`src/rtl/sc_sym_pkg.sv`:
```
package sc_sym_pkg;
    localparam int SYM_W = 8;
    typedef logic [SYM_W-1:0] sym_t;
endpackage

```
`src/rtl/sc_edge_sync.sv`:
```
module sc_edge_sync #(
    parameter int STAGES = 2
) (
    input  logic clk,
    input  logic rst_n,
    input  logic async_i,
    output logic rise_o
);
    localparam int CW = STAGES + 1;

    typedef struct packed {
        logic [CW-1:0] chain;
    } state_t;

    state_t st_d, st_q;

    always_comb begin
        st_d       = st_q;
        st_d.chain = {st_q.chain[CW-2:0], async_i};
    end

    always_ff @(posedge clk) begin
        if (!rst_n) st_q <= '0;
        else        st_q <= st_d;
    end

    assign rise_o = st_q.chain[STAGES-1] & ~st_q.chain[STAGES];

    // one detected edge per external rising edge
    assert_single_rise_R4: assert property (@(posedge clk) disable iff (!rst_n)
        rise_o |=> !rise_o);
endmodule

```
`src/rtl/sc_strobe_gen.sv`:
```
module sc_strobe_gen
    import sc_sym_pkg::*;
#(
    parameter int STROBE_CYC = 8
) (
    input  logic clk,
    input  logic rst_n,
    input  logic frame_valid_i,
    input  sym_t frame_sym_i,
    input  logic frame_sync_i,
    output logic strobe_o,
    output logic load_o,
    output sym_t sym_o,
    output logic sync_o
);
    localparam int CW = $clog2(STROBE_CYC + 1);

    typedef struct packed {
        logic          strb;
        logic [CW-1:0] cnt;
        sym_t          sym;
        logic          sync;
    } state_t;

    state_t st_d, st_q;
    logic   fall_now;

    always_comb begin
        st_d     = st_q;
        fall_now = st_q.strb && (st_q.cnt == '0);
        if (!st_q.strb) begin
            if (frame_valid_i) begin
                st_d.strb = 1'b1;
                st_d.cnt  = CW'(STROBE_CYC - 1);
                st_d.sym  = frame_sym_i;
                st_d.sync = frame_sync_i;
            end
        end else if (fall_now) begin
            st_d.strb = 1'b0;
        end else begin
            st_d.cnt = st_q.cnt - 1'b1;
        end
    end

    always_ff @(posedge clk) begin
        if (!rst_n) st_q <= '0;
        else        st_q <= st_d;
    end

    assign strobe_o = st_q.strb;
    assign load_o   = fall_now;
    assign sym_o    = st_q.sym;
    assign sync_o   = st_q.sync;

    // an offer while idle starts the strobe
    assert_start_R1: assert property (@(posedge clk) disable iff (!rst_n)
        (!st_q.strb && frame_valid_i) |=> st_q.strb);
    // latched symbol is not replaced while the strobe is high
    assert_no_retrigger_R2: assert property (@(posedge clk) disable iff (!rst_n)
        st_q.strb |=> $stable(st_q.sym));
endmodule

```
`src/rtl/sc_shift_out.sv`:
```
module sc_shift_out
    import sc_sym_pkg::*;
#(
    parameter int WINDOW_CYC = 17000
) (
    input  logic clk,
    input  logic rst_n,
    input  logic load_i,
    input  sym_t sym_i,
    input  logic sync_i,
    input  logic rise_i,
    output logic ser_data_o,
    output logic blk_sync_o,
    output logic overrun_o
);
    localparam int WW = $clog2(WINDOW_CYC + 1);

    typedef struct packed {
        sym_t          sh;
        logic          blk;
        logic [WW-1:0] win;
        logic          ovf;
    } state_t;

    state_t st_d, st_q;
    logic   win_closed;

    always_comb begin
        st_d       = st_q;
        win_closed = (st_q.win == WW'(WINDOW_CYC));
        if (load_i) begin
            st_d.sh  = sym_i;
            st_d.blk = sync_i;
            st_d.win = '0;
        end else begin
            if (!win_closed) st_d.win = st_q.win + 1'b1;
            if (rise_i) begin
                st_d.sh = {st_q.sh[SYM_W-2:0], st_q.sh[0]};
                if (win_closed) st_d.ovf = 1'b1;
            end
        end
    end

    always_ff @(posedge clk) begin
        if (!rst_n) st_q <= '0;
        else        st_q <= st_d;
    end

    assign ser_data_o = st_q.sh[SYM_W-1];
    assign blk_sync_o = st_q.blk;
    assign overrun_o  = st_q.ovf;

    // P bit on the line right after the load
    assert_p_on_fall_R3: assert property (@(posedge clk) disable iff (!rst_n)
        load_i |=> (ser_data_o == $past(sym_i[SYM_W-1])));
    // no edge, no movement
    assert_hold_idle_R5: assert property (@(posedge clk) disable iff (!rst_n)
        (!load_i && !rise_i) |=> $stable(st_q.sh));
    // block-sync changes only on a load
    assert_blk_hold_R7: assert property (@(posedge clk) disable iff (!rst_n)
        !load_i |=> $stable(blk_sync_o));
    // overrun is sticky
    assert_sticky_R9: assert property (@(posedge clk) disable iff (!rst_n)
        overrun_o |=> overrun_o);
endmodule

```
`src/rtl/sc_subcode_port.sv`:
```
module sc_subcode_port
    import sc_sym_pkg::*;
#(
    parameter int STROBE_CYC  = 8,
    parameter int WINDOW_CYC  = 17000,
    parameter int SYNC_STAGES = 2
) (
    input  logic       clk,
    input  logic       rst_n,
    input  logic       frame_valid,
    input  logic [7:0] frame_sym,
    input  logic       frame_is_sync,
    input  logic       ser_clk,
    output logic       frame_strobe,
    output logic       blk_sync,
    output logic       ser_data,
    output logic       overrun
);
    logic load;
    logic rise;
    sym_t sym_l;
    logic sync_l;

    sc_edge_sync #(.STAGES(SYNC_STAGES)) u_sync (
        .clk     (clk),
        .rst_n   (rst_n),
        .async_i (ser_clk),
        .rise_o  (rise)
    );

    sc_strobe_gen #(.STROBE_CYC(STROBE_CYC)) u_strobe (
        .clk           (clk),
        .rst_n         (rst_n),
        .frame_valid_i (frame_valid),
        .frame_sym_i   (frame_sym),
        .frame_sync_i  (frame_is_sync),
        .strobe_o      (frame_strobe),
        .load_o        (load),
        .sym_o         (sym_l),
        .sync_o        (sync_l)
    );

    sc_shift_out #(.WINDOW_CYC(WINDOW_CYC)) u_shift (
        .clk        (clk),
        .rst_n      (rst_n),
        .load_i     (load),
        .sym_i      (sym_l),
        .sync_i     (sync_l),
        .rise_i     (rise),
        .ser_data_o (ser_data),
        .blk_sync_o (blk_sync),
        .overrun_o  (overrun)
    );
endmodule

```
`config.mk`:
```
export PLATFORM = sky130hd
export DESIGN_NAME = sc_subcode_port
export DESIGN_NICKNAME = d
export VERILOG_FILES = /design/src/rtl/sc_sym_pkg.sv /design/src/rtl/sc_edge_sync.sv /design/src/rtl/sc_strobe_gen.sv /design/src/rtl/sc_shift_out.sv /design/src/rtl/sc_subcode_port.sv
export SDC_FILE = /design/constraint.sdc
export NUM_CORES = 1
export LEC_CHECK = 0
export CORE_ASPECT_RATIO = 0.5
export CORE_MARGIN = 4
export CORE_UTILIZATION = 35
export CTS_CLUSTER_DIAMETER = 40
export DETAILED_ROUTE_END_ITERATION = 10
export GPL_ROUTABILITY_DRIVEN = 0
export PLACE_DENSITY_LB_ADDON = 0.2
export SLEW_MARGIN = 20
export SYNTH_ARGS = -nofsm -noshare
export SYNTH_HDL_FRONTEND = slang
export SYNTH_HIERARCHICAL = 1
export SYNTH_SLANG_ARGS = --single-unit
```
`constraint.sdc`:
```
create_clock -name clk -period 5.5 [get_ports clk]
set_clock_uncertainty 0.05 [all_clocks]
set_input_delay 0.825 -clock clk [delete_from_list [all_inputs] [get_ports clk]]
set_output_delay 0.825 -clock clk [all_outputs]
set_load 0.02 [all_outputs]
```
==> summary.txt, run 1 <==
status = finished clean
IO Pins = 17
synthesized flop and latch total = 42
H-tree depth = 2
total setup buffers inserted after CTS = 0
drt drc = 0
Detailed Place HPWL = 2390 um
worst hold path type = flip-flop to flip-flop
DRT Wirelength = 3360 um
Synth Instances = 212
setup TNS = 0 ns
full die area = 6720 sq um
Post-DP Area = 2060 sq um
final worst-path cycle share = 41.7%
clk buf depth = 2
Synth Cell Area = 1890 sq um
post-CTS sizing = 0
RSZ-0062 raised after global routing = no
crit path launch type = flip-flop
synth top area cells = dfxtp_1, nand2_1, mux2i_1, and2_1, a21oi_1
Die H = 60.0 um
worst skew pair latency = 0.29 ns
Rel. slew slack = 61.8%
max cap viols = 0
Yosys cell types = 40
layout cells sized above 1 = 8.64%
Syn Area/Cell = 8.94 sq um
CTS tree = done
Synth Flop Type = dfxtp_1
global-route wire length before repair = 5960 um
wire length per cell = 11.6 um
crit end category = primary output
slowest CP cell = clkdlybuf4s50_1
Total Routing Usage GR = 11.0%
Via Count = 1390
Initial Utilization = 37.4%
Max Slew Vio Count = 0
FMAX = 436 MHz
final setup margin = 3.21 ns
Routed Antenna Nets = 0
largest area contributor in the netlist = dfxtp_1
Placed Instances = 282
clk root buf = clkbuf_8
post-synthesis net count = 229
Port-buffer cells = 16
Buf/Inv on CP = 1
ys async rst share = 0%
share of the synthesized area in the top cell type = 44.4%
Num Clock Sinks = 42
Arr. time, crit path = 1.42 ns
design area = 2170 sq um
worst-path cell chain = clkdlybuf4s50_1
row count = 18
cell area power density = 289 nW/um^2
yosys warns = 6
Worst EP required = 4.62 ns
largest net degree at the start of global routing = 19
Vias/cell = 4.79
drt initial violations = 39
critical path's top delay family = buffers and inverters
Setup Crit Path Kind = flip-flop to primary output
drt pass-1 iters = 4
NumNets Final = 236
final-report hold violation count = 0
global route overflow = 0
core box area = 5070 sq um
Post-synth top cells = dfxtp_1, nand2_1, a21oi_1, and2_1, nor2_1
Synth-to-Final Area Change = 14.4%
Post-Layout Cell Count = 290
Largest stage delay, worst path = 0.66 ns
Num CTS Buffers = 5
sequential share of the synthesized area = 44.4%
Final Setup Violations = 0
worst slack, placed = 3.05 ns
Reg clk slew, reported paths = 0.08 ns
Hold Buf Count CTS = 0
Final Critical Period = 2.29 ns
critical-path maximum fanout = 10
Post-synth EDFFs = 0
most numerous cell in the Yosys netlist = dfxtp_1
slew at the pin closest to its max-slew limit = 0.573 ns
Lkg Pwr = 0.751 nW
Max VDD drop = 118 uV
Die Width = 112 um
antenna violations before repair = 0
number of diodes = 0
vias in the first global route = 1339
final hold slack = 0.388 ns
layer usage:
layer	vias to the layer above	share of wire (%)	GRT usage [%]
li1	727	-	-
met1	646	50	13.0
met2	12	45	19.3
met3	5	2.9	3.24
met4	0	1.4	4.11
met5	-	0	0
metrics by stage:
step / power [mW] / utilization, %
after floorplan: 0.378 / -
after global placement: 0.394 / 40.6
after detailed placement: 0.396 / 40.6
after CTS: 0.638 / 42.8
after global routing: 0.658 / 42.8
final: 0.627 / 42.8
power breakdown:
group	switching [mW]	leakage, nW	internal [mW]	total, mW
sequential	0.0107	0.342	0.316	0.327
combinational	0.0312	0.357	0.0296	0.0608
clock	0.104	0.0514	0.135	0.239
state kept, by name, summed over array words and instances, names as in the netlist:
| register | flops |
|---|---|
| u_shift/blk_sync_o | 1 |
| u_shift/overrun_o | 1 |
| u_shift/ser_data_o | 1 |
| u_shift/st_q | 22 |
| u_strobe/st_q | 4 |
| u_strobe/strobe_o | 1 |
| u_strobe/sym_o | 8 |
| u_strobe/sync_o | 1 |
| u_sync/st_q | 3 |
final cells by class:
type	instances	area (sq um)
repair buffers	17	168
fillers	516	2900
clock buffers	6	72.6
inverters	7	26.3
well taps	70	87.6
clock inverters	2	37.5
multi-input cells	146	935
flip-flops and latches	42	841
layout by cell type (no fill, tap or decap), types with 2 or more instances in the layout:
cell type,n
a211oi_1,4
a21oi_1,15
and2_1,13
clkbuf_8,5
clkdlybuf4s50_1,16
dfxtp_1,42
ha_1,4
inv_1,7
mux2i_1,10
nand2_1,30
nand2b_1,3
nand3_1,3
nand4_1,5
nor2_1,11
nor2b_1,2
nor4_1,2
nor4b_1,2
o21a_1,2
o21ai_0,9
or3_1,2
xnor2_1,3
xor2_1,7
final timing paths:
kind                           from                to  slack [ns]  depth (start not counted)
setup / recovery  u_strobe/strobe_o      frame_strobe        3.21                          1
hold / removal       u_sync/st_q[0]    u_sync/st_q[1]        0.39                          1
hold reg to reg      u_sync/st_q[0]    u_sync/st_q[1]        0.39                          1
setup reg to reg    u_shift/st_q[1]  u_shift/st_q[15]        3.59                          5
worst reg2reg max path: stages, from the launching register on:
cell     delay (ns)
dfxtp_1        0.42
ha_1           0.25
nand3_2        0.15
or3_4          0.43
or4_1          0.40
a21oi_1        0.14
kinds of logic (layout without fill, tap and decap cells):
group	Yosys count	in the layout	synth area share, %
buffers and inverters	24	32	6.54
muxes	10	10	5.28
AOI/OAI and AO/OA	33	33	10.1
adders and majority gates	4	4	2.64
DFF	42	42	44.4
and+or+nand+nor	89	89	26.4
xor gates and xnor gates	10	10	4.62
Power figures use the tool's default switching activity.
==> run 2, diff against run 1 <==
==> constraint.sdc (replaced) <==
create_clock -name clk -period 2.4 [get_ports clk]
set_clock_uncertainty 0.05 [all_clocks]
set_input_delay 0.36 -clock clk [delete_from_list [all_inputs] [get_ports clk]]
set_output_delay 0.36 -clock clk [all_outputs]
set_load 0.02 [all_outputs]
==> run 2 against run 1 <==
Cell count stayed put. First-iteration DRC count is 2.6% higher. Utilization is 0.20 points higher. Die area unchanged. Power rose by 130%. Design area increased by 0.46%. Flip-flop and latch count did not move. Global-route usage shrank 0.39 points. Worst setup slack got worse by 2.7 ns.
==> summary.txt, run 2 (synthesis gave the netlist of run 1 again) <==
worst hold path type = flip-flop to flip-flop
final worst-path cycle share = 78.7%
Lkg Pwr = 0.762 nW (+1.4%)
layout cells sized above 1 = 9.09% (+0.45 points)
Vias/cell = 4.71 (-1.8%)
critical-path maximum fanout = 6 (-4)
status = finished clean
row count = 18 (unchanged)
clk root buf = clkbuf_8
max cap viols = 0 (unchanged)
share of power burned in registers = 51.8% (-0.4 points)
Max Slew Vio Count = 0 (unchanged)
slowest CP cell = or3_4
global-route wire length before repair = 5710 um (-4.2%)
Initial Utilization = 37.4% (unchanged)
max reg flops = 22 (unchanged)
Comb power frac = 9.7% (about the same)
worst skew pair latency = 0.29 ns (about the same)
fin util = 43.0% (+0.20 points)
CTS tree = done
final setup margin = 0.510 ns (-2.70 ns)
clock share of power = 38.5% (+0.4 points)
Hold Buf Count CTS = 0 (unchanged)
Worst EP required = 2.56 ns (-2.06 ns)
Arr. time, crit path = 2.05 ns (+0.63 ns)
Worst R2R Setup Slack = 0.51 ns (-3.08 ns)
slew at the pin closest to its max-slew limit = 0.551 ns (-0.0224 ns)
clk buf depth = 2 (unchanged)
Port-buffer cells = 16 (unchanged)
antenna violations before repair = 0 (unchanged)
largest net degree at the start of global routing = 18 (-1)
Detailed Place HPWL = 2280 um (-4.3%)
final-report hold violation count = 0 (unchanged)
worst-path cell chain = ha_1, nand3_2, or3_4, or4_1, a21oi_1
commonest non-fill, non-tap cell in the layout = dfxtp_1
Routed Antenna Nets = 0 (unchanged)
Die Width = 112 um (unchanged)
setup TNS = 0 ns (unchanged)
Psw = 0.319 mW (+120%)
wire length per cell = 11.2 um (-2.8%)
total setup buffers inserted after CTS = 0 (unchanged)
vias in the first global route = 1298 (-3.1%)
drt initial violations = 40 (+2.6%)
IO Pins = 17 (unchanged)
Num CTS Buffers = 5 (unchanged)
RSZ-0062 raised after global routing = no
Num Clock Sinks = 42 (unchanged)
number of diodes = 0 (unchanged)
crit end category = flip-flop
drt pass-1 iters = 4 (unchanged)
Setup Crit Path Kind = flip-flop to flip-flop
Largest stage delay, worst path = 0.42 ns (-0.24 ns)
Synth-to-Final Area Change = 14.9%
most flop-heavy register = u_shift/st_q
Die H = 60.0 um (unchanged)
cell area power density = 664 nW/um^2 (+130%)
Max VDD drop = 334 uV (+180%)
drt drc = 0 (unchanged)
crit path launch type = flip-flop
Pint = 1.13 mW (+130%)
global route overflow = 0 (unchanged)
Reg clk slew, reported paths = 0.08 ns (about the same)
core box area = 5070 sq um (unchanged)
NumNets Final = 237 (+0.42%)
DRT Wirelength = 3260 um (-2.8%)
Final Setup Violations = 0 (unchanged)
Final Critical Period = 1.89 ns
Rel. slew slack = 63.3% (+1.5 points)
Total Routing Usage GR = 10.6% (-0.39 points)
FMAX = 529 MHz
worst slack, placed = 0.517 ns (-2.53 ns)
post-CTS sizing = 0 (unchanged)
H-tree depth = 2 (unchanged)
Via Count = 1365 (-1.8%)
Sw Ratio = 22.1% (-1.1 points)
Total Power = 1.45 mW (+130%)
commonest cells after routing, fill and taps aside = dfxtp_1, nand2_1, clkdlybuf4s50_1
full die area = 6720 sq um (unchanged)
-- run 2: cell types whose count changed in the layout (fill, tap and decap cells not counted) --
cell and delta:
buf_4 +1, clkbuf_1 -1, clkbuf_8 +1, clkinvlp_4 -1
-- run 2: area by class of cell --
cell class,instances,area (sq um)
multi-input cells,146,935
fillers,503,2890
well taps,70,87.6
inverters,7,26.3
clock buffers,6,82.6
repair buffers,18,175
clock inverters,1,30.0
flip-flops and latches,42,841
-- run 2: power groups by stage --
stage | Combinational (mW) | Sequential (mW) | Clock, mW
global route | 0.159 | 0.755 | 0.611
floorplan | 0.105 | 0.762 | 0
global placement | 0.141 | 0.764 | 0
CTS | 0.144 | 0.749 | 0.578
finish | 0.141 | 0.749 | 0.557
detailed placement | 0.143 | 0.765 | 0
-- run 2: path summary, 6_finish.rpt --
kind                    from          endpoint  cells after the start
min           u_sync/st_q[0]    u_sync/st_q[1]                      1
min reg2reg   u_sync/st_q[0]    u_sync/st_q[1]                      1
max          u_shift/st_q[1]  u_shift/st_q[15]                      5
max reg2reg  u_shift/st_q[1]  u_shift/st_q[15]                      5
-- run 2: per-layer routing --
layer	GRT usage (%)	up-vias	routed length, um
li1	-	725	-
met1	12.9	618	1620
met2	17.5	14	1490
met3	2.73	8	83
met4	5.65	0	69
met5	0	-	0
-- run 2: per-stage QoR --
stage	std cells	cell area (sq um)	hold slack [ns]
final	290	2180	0.400
after global routing	290	2180	0.424
after floorplan	212	1890	0.362
after global placement	283	2060	0.366
after CTS	290	2180	0.406
after detailed placement	283	2060	0.388
-- run 2: critical path, delay by kind of cell, from the launching register on --
kind / cells / cell delay (ns)
AO/OA/AOI/OAI: 1 / 0.15
flip-flops: 1 / 0.41
AND/OR/NAND/NOR: 3 / 0.97
adder cells (fa/ha/maj): 1 / 0.24
